[src/rtl/tlb_pkg.sv]
package tlb_pkg;
    localparam int VA_W  = 32;
    localparam int OFF_W = 12;
    localparam int VPN_W = VA_W - OFF_W;
    localparam int PFN_W = 20;
    localparam int PA_W  = PFN_W + OFF_W;

    typedef enum logic [1:0] {
        ACC_READ  = 2'd0,
        ACC_WRITE = 2'd1,
        ACC_EXEC  = 2'd2,
        ACC_RSVD  = 2'd3
    } acc_e;

    typedef struct packed {
        logic             valid;
        logic [VPN_W-1:0] vpn;
        logic [PFN_W-1:0] pfn;
        logic [2:0]       perm;     // bit0 read, bit1 write, bit2 execute
        logic             accessed;
        logic             dirty;
    } tlb_entry_t;

    function automatic logic perm_ok(input logic [2:0] perm, input acc_e kind);
        case (kind)
            ACC_READ:  return perm[0];
            ACC_WRITE: return perm[1];
            ACC_EXEC:  return perm[2];
            default:   return 1'b0;
        endcase
    endfunction
endpackage

[src/rtl/tlb_cam.sv]
module tlb_cam
    import tlb_pkg::*;
#(
    parameter int N     = 8,
    localparam int IDX_W = (N > 1) ? $clog2(N) : 1
) (
    input  tlb_entry_t [N-1:0]  ents,
    input  logic [VPN_W-1:0]    key,
    output logic                found,
    output logic [IDX_W-1:0]    idx
);
    logic [N-1:0] match;

    generate
        for (genvar g = 0; g < N; g++) begin : g_cmp
            assign match[g] = ents[g].valid && (ents[g].vpn == key);
        end
    endgenerate

    always_comb begin
        idx = '0;
        for (int i = 0; i < N; i++) begin
            if (match[i]) idx = IDX_W'(i);
        end
    end

    assign found = |match;
endmodule

[src/rtl/tlb_lru.sv]
module tlb_lru #(
    parameter int N      = 8,
    localparam int IDX_W = (N > 1) ? $clog2(N) : 1
) (
    input  logic             clk,
    input  logic             rst,
    input  logic             touch,
    input  logic [IDX_W-1:0] touch_idx,
    output logic [IDX_W-1:0] oldest
);
    logic [IDX_W-1:0] age [N];
    logic [IDX_W-1:0] touched_age;

    assign touched_age = age[touch_idx];

    always_ff @(posedge clk) begin
        if (rst) begin
            for (int i = 0; i < N; i++) age[i] <= IDX_W'(N - 1 - i);
        end else if (touch) begin
            for (int i = 0; i < N; i++) begin
                if (IDX_W'(i) == touch_idx)   age[i] <= '0;
                else if (age[i] < touched_age) age[i] <= age[i] + 1'b1;
            end
        end
    end

    always_comb begin
        oldest = '0;
        for (int i = 0; i < N; i++) begin
            if (age[i] == IDX_W'(N - 1)) oldest = IDX_W'(i);
        end
    end
endmodule

[src/rtl/tlb_fa.sv]
module tlb_fa
    import tlb_pkg::*;
#(
    parameter int ENTRIES = 8
) (
    input  logic              clk,
    input  logic              rst,
    input  logic              lk_valid,
    input  logic [31:0]       lk_vaddr,
    input  logic [1:0]        lk_kind,
    input  logic              fill_valid,
    input  logic [19:0]       fill_vpn,
    input  logic [19:0]       fill_pfn,
    input  logic [2:0]        fill_perm,
    input  logic              fill_accessed,
    input  logic              fill_dirty,
    input  logic              inv_all,
    output logic              res_valid,
    output logic              res_hit,
    output logic              res_miss,
    output logic              res_fault,
    output logic [31:0]       res_paddr,
    output logic              res_accessed,
    output logic              res_dirty
);
    localparam int IDX_W = (ENTRIES > 1) ? $clog2(ENTRIES) : 1;

    tlb_entry_t [ENTRIES-1:0] ents;

    logic             lk_found, fl_found, any_free, touch, lk_ok;
    logic [IDX_W-1:0] lk_idx, fl_idx, free_idx, lru_idx, fill_idx, touch_idx;
    logic             do_fill, do_look;
    tlb_entry_t       sel;
    acc_e             kind;

    tlb_cam #(.N(ENTRIES)) u_cam_lk (
        .ents(ents), .key(lk_vaddr[VA_W-1:OFF_W]), .found(lk_found), .idx(lk_idx)
    );
    tlb_cam #(.N(ENTRIES)) u_cam_fl (
        .ents(ents), .key(fill_vpn), .found(fl_found), .idx(fl_idx)
    );
    tlb_lru #(.N(ENTRIES)) u_lru (
        .clk(clk), .rst(rst), .touch(touch), .touch_idx(touch_idx), .oldest(lru_idx)
    );

    always_comb begin
        free_idx = '0;
        any_free = 1'b0;
        for (int i = ENTRIES - 1; i >= 0; i--) begin
            if (!ents[i].valid) begin
                free_idx = IDX_W'(i);
                any_free = 1'b1;
            end
        end
    end

    assign do_fill   = fill_valid && !inv_all;
    assign do_look   = lk_valid && !fill_valid && !inv_all;
    assign fill_idx  = fl_found ? fl_idx : (any_free ? free_idx : lru_idx);
    assign kind      = acc_e'(lk_kind);
    assign sel       = ents[lk_idx];
    assign lk_ok     = perm_ok(sel.perm, kind);
    assign touch     = do_fill || (do_look && lk_found);
    assign touch_idx = do_fill ? fill_idx : lk_idx;

    always_ff @(posedge clk) begin
        if (rst) begin
            ents         <= '0;
            res_valid    <= 1'b0;
            res_hit      <= 1'b0;
            res_miss     <= 1'b0;
            res_fault    <= 1'b0;
            res_paddr    <= '0;
            res_accessed <= 1'b0;
            res_dirty    <= 1'b0;
        end else begin
            res_valid    <= do_look;
            res_hit      <= do_look && lk_found && lk_ok;
            res_miss     <= do_look && !lk_found;
            res_fault    <= do_look && lk_found && !lk_ok;
            res_paddr    <= (do_look && lk_found && lk_ok) ?
                            {sel.pfn, lk_vaddr[OFF_W-1:0]} : '0;
            res_accessed <= do_look && lk_found && sel.accessed;
            res_dirty    <= do_look && lk_found && sel.dirty;

            if (inv_all) begin
                for (int i = 0; i < ENTRIES; i++) ents[i].valid <= 1'b0;
            end else if (do_fill) begin
                ents[fill_idx] <= '{valid: 1'b1, vpn: fill_vpn, pfn: fill_pfn,
                                    perm: fill_perm, accessed: fill_accessed,
                                    dirty: fill_dirty};
            end else if (do_look && lk_found && lk_ok) begin
                ents[lk_idx].accessed <= 1'b1;
                if (kind == ACC_WRITE) ents[lk_idx].dirty <= 1'b1;
            end
        end
    end
endmodule

[config.mk]
export PLATFORM = sky130hd
export DESIGN_NAME = tlb_fa
export DESIGN_NICKNAME = d
export VERILOG_FILES = /design/src/rtl/tlb_pkg.sv /design/src/rtl/tlb_cam.sv /design/src/rtl/tlb_lru.sv /design/src/rtl/tlb_fa.sv
export SDC_FILE = /design/constraint.sdc
export NUM_CORES = 1
export LEC_CHECK = 0
export BUFFER_PORTS_ARGS = -buffer_cell sky130_fd_sc_hd__buf_4
export CAP_MARGIN = 15
export CORE_ASPECT_RATIO = 1.25
export CORE_UTILIZATION = 40
export DETAILED_ROUTE_END_ITERATION = 12
export PLACE_DENSITY = 0.65
export SLEW_MARGIN = 10
export SYNTH_ARGS = -nofsm -noshare
export SYNTH_HDL_FRONTEND = slang
export SYNTH_SLANG_ARGS = --single-unit
[constraint.sdc]
create_clock -name clk -period 8.55 [get_ports clk]
set_input_delay 1.71 -clock clk [delete_from_list [all_inputs] [get_ports clk]]
set_output_delay 1.71 -clock clk [all_outputs]
set_load 0.02 [all_outputs]
=== Word-level counts from Yosys, hierarchy flattened ===
Memory sizes are Yosys's and may differ from the RTL's.
Cells that the tools add are included.

* Order comparisons: 12
* Eq/ne operators: 32
* Multiplexer cells: 145
* Add/sub/neg operators: 8
* Reduce and logical (&&, ||, !) cells: 40
* Bitwise logic cells: 18

{| class="wikitable"
|+ Operator list
! cell !! number
|-
| bitwise mux 368 bit || 3
|-
| two-way mux 368 bit || 3
|-
| demux 46 bit (select 3 bit) || 3
|-
| equality test 20 bit || 16
|-
| binary-select mux 46 bit (select 3 bit) || 1
|-
| two-way mux 3 bit || 39
|-
| two-way mux 1 bit || 86
|-
| two-way mux 46 bit || 1
|-
| logical AND 1 bit || 27
|-
| two-way mux 25 bit || 1
|-
| adder 3 x 1 -> 3 bit (second input constant) || 8
|-
| < comparator 3 bit || 8
|-
| equality test 3 bit (second input constant) || 7
|-
| OR 1 bit || 16
|-
| OR reduction 8 bit || 2
|-
| two-way mux 2 bit || 7
|-
| equality test 3 bit (first input constant) || 4
|-
| < comparator 3 x 4 -> 1 bit (second input constant) || 2
|-
| equality test 2 x 3 -> 1 bit (first input constant) || 2
|-
| greater-or-equal comparator 3 x 1 -> 1 bit (second input constant) || 2
|-
| logical NOT 1 bit || 4
|-
| OR reduction 2 bit || 2
|-
| equality test 1 x 3 -> 1 bit (first input constant) || 1
|-
| logical NOT 3 bit || 1
|-
| other kinds (8) || 9
|}

* Word-level logic and storage cells: 311
* Output and inout port bits: 38
* Input port bits: 84
* Register bits: 406
* RAM bits: 24
* Memories kept: 1

{| class="wikitable"
|+ Memories
! memory !! depth !! width !! rd ports !! clocked after memory_dff !! wr ports !! RTL line !! RTL
|-
| u_lru.age || 8 || 3 || 9 || 0 || 8 || tlb_lru.sv:11 || <nowiki>logic [IDX_W-1:0] age [N];</nowiki>
|}

=== Depth between registers and ports, before layout ===
An unclocked memory read counts as a cell.

* Depth after elaboration: 20
* Gate-level depth with buffers: 19
* Depth with buffers taken out: 17

=== Hierarchy ===
From an unflattened synthesis, not the netlist that was laid out.

* Cell total of the unflattened synthesis: 2688
* Area total of the unflattened synthesis: 22546.6 µm²

{| class="wikitable"
|+ Modules (own cells, without submodules)
! module !! times used !! seq. area each (µm²) !! cells each !! area each (µm²)
|-
| tlb_fa || 1 || 8127.8 || 2015 || 16469.5
|-
| tlb_cam || 2 || 0.0 || 246 || 2047.0
|-
| tlb_lru || 1 || 720.7 || 181 || 1983.2
|}

=== Worst setup path before layout ===
No wires, ideal clock.

* Path kind: input-to-reg
* From: input fill_vpn[8]
* To: memory u_lru.age[2][0] (netlist name), enable pin
* Library setup time: 0.354 ns
* Data required time: 8.196 ns
* Path slack: 2.523 ns
* Arrival: 5.672 ns
* Cell stages on the path: 16
* Cell sequence: buf_4 > xor2_1 > nor4_2 > nand2_1 > or4_4 > nand3_1 > a31oi_1 > o31ai_4 > clkbuf_1 > mux2_2 > nor2_1 > a211oi_1 > a31oi_1 > ha_1 > nor3b_1 > a211oi_1

{| class="wikitable"
|+ RTL lines
! element !! RTL line !! RTL
|-
| start, declared || tlb_fa.sv:12 || <nowiki>input logic [19:0] fill_vpn,</nowiki>
|-
| end, declared || tlb_lru.sv:11 ||
|}

==> metrics.md <==
| Metric | Value |
|---|---|
| Status | `complete, no violations` |
| # DRC | `0` |
| Max Clk Rate | `151 MHz` |
| Worst-path clk slew | `0.06 ns` |
| Final Max Slew Viols | `0` |
| Max Cap Violations | `0` |
| Sw Pwr | `1.20 mW` |
| VDD IR-drop max | `0.183 mV` |
| Pre-antenna DRT Iters | `7` |
| Setup CP Type | `in -> reg` |
| GP Congestion | `0.944` |
| Die Area | `58100 um2` |
| Total GRT Usage | `0.261` |
| Mapped Nets | `2647` |
| Area share of fa/ha/maj cells after synthesis | `0.0126` |
| Rel. slew slack | `0.187` |
| 1st-iter DRT viols | `1496` |
| Switching part of the total power | `0.253` |
| Vias per std cell | `5.74` |
| Initial core utilization | `0.406` |
| Yosys warnings | `0` |
| Hold Path Depth | `2` |
| Tcrit/Tclk final | `0.774` |
| Post-cts resize count | `0` |
| Nets | `2621` |
| Setup TNS | `0 ns` |
| Pre-CTS setup slack | `1.41 ns` |
| Min-Delay Startpoint | `ents[245]` |
| CP cell instances | `buf_4 -> xnor2_1 -> nand4_1 -> nor4_1 -> nand4_1 -> nand2_1 -> a31oi_1 -> o31ai_4 -> mux2_2 -> nor2_1 -> a211oi_1 -> a31oi_1 -> ha_1 -> nor3b_1 -> a211oi_1` |
| Yosys cell types | `80` |
| Reg2reg end | `u_lru.age[4][0]` |
| Antenna-violating nets left | `0` |
| Total congestion overflow | `0` |
| Row count | `97` |
| Final setup violation count | `0` |
| Routed wire length | `77700 um` |
| Synth Area in XOR/XNOR | `0.123` |
| Worst setup margin | `1.93 ns` |
| Share of cells above drive strength 1 | `0.117` |
| Diodes inserted | `0` |
| Post-synthesis cell count | `2540` |
| Worst path arrival time | `6.85 ns` |
| DP Wirelength | `53100 um` |
| Clk root buf | `clkbuf_16` |
| Most common cell after layout, fill and taps aside | `dfxtp_1` |
| Fin crit period | `6.62 ns` |
| Leak | `9.89 nW` |
| Setup bufs post-CTS | `0` |
| Fillers | `5431` |
| Hold Path Class | `reg -> reg` |
| Worst path slowest cell | `a31oi_1` |
| Async set-reset flop share out of synthesis | `0` |
| Reg2Reg Depth | `16` |
| Die H | `269 um` |
| R2r setup slk | `2.88 ns` |
| Synth Register Bits | `430` |
| Synthesized cell area | `22900 um2` |
| Seq/Total Area, Yosys | `0.387` |
| Crit path capture type | `register` |
| Die X | `216 um` |
| H-tree depth | `2` |
| Sink Count | `430` |
| Total Power | `4.76 mW` |
| Sequential Power Share | `0.436` |
| Vias in the first global route | `19000` |
| Power Density | `185 nW/um2` |
| Worst path max stage delay | `0.75 ns` |
| Combinational power share | `0.093` |
| Port bufs | `121` |
| Unrepaired setup endpoints after global routing | `no` |
| Initial antenna violation count | `1` |
| Commonest cells after routing, fill and taps aside | `406 x dfxtp_1, 371 x nor2_1, 334 x mux2i_1` |
| CP required | `8.78 ns` |
| Avg WL per Cell | `23.6 um` |
| RR Startpoint | `u_lru.age[6][1]` |
| Vias post-DR | `18900` |
| Internal power | `3.55 mW` |
| Hold Path End | `ents[245]` |
| Worst-skew pair later-pin latency | `0.61 ns` |
| Main synth FF type | `dfxtp_1` |
| Synth Area per Inst | `9.00 um2` |
| Post-CTS Hold Fix Bufs | `0` |
| Io pins | `122` |
| Largest net degree at the start of global routing | `108` |
| CTS Buf Count | `46` |
| Clock buffer depth | `3` |
| Post-synth EDFFs | `24` |
| Synth Area in Compound Gates | `0.0902` |
| Power share of the clock group | `0.471` |
| Startpoint Class | `input port` |
| Combinational family with the most area after synthesis | `simple AND/OR/NAND/NOR gates` |
| Max FO, Critical Path | `16` |
| First-pass GRT wire length | `116000 um` |
| Worst-Margin Slew | `1.22 ns` |
| CORE AREA | `56300 um2` |
| Simple-gate share of the synthesized area | `0.180` |
| Multiplexer share of the synthesized area | `0.159` |
| Final hold viol count | `0` |
| Skew final | `0.0296 ns` |
| CTS tree | `built` |
| Area grow syn2layout | `12.4%` |
[per-stage QoR]
stage | hold WS, ns | std cells | area, um2 | util
after floorplan | 0.431 | 2540 | 22900 | -
after global placement | 0.438 | 3207 | 24000 | 0.426
after detailed placement | 0.447 | 3207 | 24000 | 0.426
after CTS | 0.455 | 3292 | 25700 | 0.456
after global routing | 0.478 | 3293 | 25700 | 0.456
final | 0.454 | 3293 | 25700 | 0.456
[Yosys cell counts (23+ instances only)]
cell,count,area (um2)
buf_2,92,460
xnor2_1,216,1890
o21ai_0,29,145
a21oi_1,112,561
mux2i_1,334,3340
ha_1,23,288
a22oi_1,35,263
nand2_1,153,574
dfxtp_1,406,8130
nor3_1,39,195
inv_1,27,101
nand3_1,40,200
nor4_1,44,275
mux2_2,23,259
edfxtp_1,24,721
nand4_1,86,538
nor2_1,372,1400
clkbuf_1,110,413
xor2_1,106,928
[power by group through the flow]
stage / clock [mW] / combinational (mW) / sequential (mW)
2_1_floorplan: 0 / 0.310 / 2.11
3_3_place_gp: 0 / 0.427 / 2.12
3_5_place_dp: 0 / 0.435 / 2.12
4_1_cts: 2.28 / 0.437 / 2.07
5_1_grt: 2.36 / 0.473 / 2.07
6_report: 2.24 / 0.443 / 2.07
[registers in the layout, indices dropped and copies added (netlist names)]
register and cells:
res_accessed 1, u_lru.age 24, res_fault 1, res_miss 1, ents 368, res_hit 1
res_paddr 32, res_valid 1, res_dirty 1
[per-layer routing]
metal / track usage / part of all wire / up-vias
met2: 0.467 / 0.50 / 656
met1: 0.300 / 0.39 / 9216
met5: 0 / 0 / -
li1: - / - / 8819
met4: 0.147 / 0.058 / 0
met3: 0.0301 / 0.048 / 217
[final cells by class]
class	instances	area, um2	area share
multi-input cells	1859	13000	0.505
well taps	742	928	0.0361
flip-flops and latches	430	8850	0.344
clock inverters	21	370	0.0144
repair buffers	149	1140	0.0443
clock buffers	64	1340	0.0521
inverters	28	105	0.00409
[critical path: cells and delay by family]
family	cells	cell delay, ns
AO/OA/AOI/OAI	5	2.10
XOR/XNOR	1	0.16
AND/OR/NAND/NOR	6	1.71
multiplexers	1	0.42
adder cells (fa/ha/maj)	1	0.43
buffers and inverters	1	0.30
[cells by family after synthesis]
kind of cell,count (synthesis)
simple gates,852
fa+ha+maj,23
buf+inv,251
mux,359
flops,430
xor+xnor,322
compound gates,303
[worst max-delay path by stage]
stage / start / end / cells after the start
CTS: fill_vpn[8] / u_lru.age[4][0] / 15
floorplan: fill_vpn[8] / u_lru.age[2][0] / 16
finish: fill_vpn[7] / u_lru.age[4][0] / 15
global placement: fill_vpn[8] / u_lru.age[4][0] / 15
global route: fill_vpn[17] / u_lru.age[2][0] / 15
detailed placement: fill_vpn[8] / u_lru.age[4][0] / 15
(Power assumes the default switching activity.)
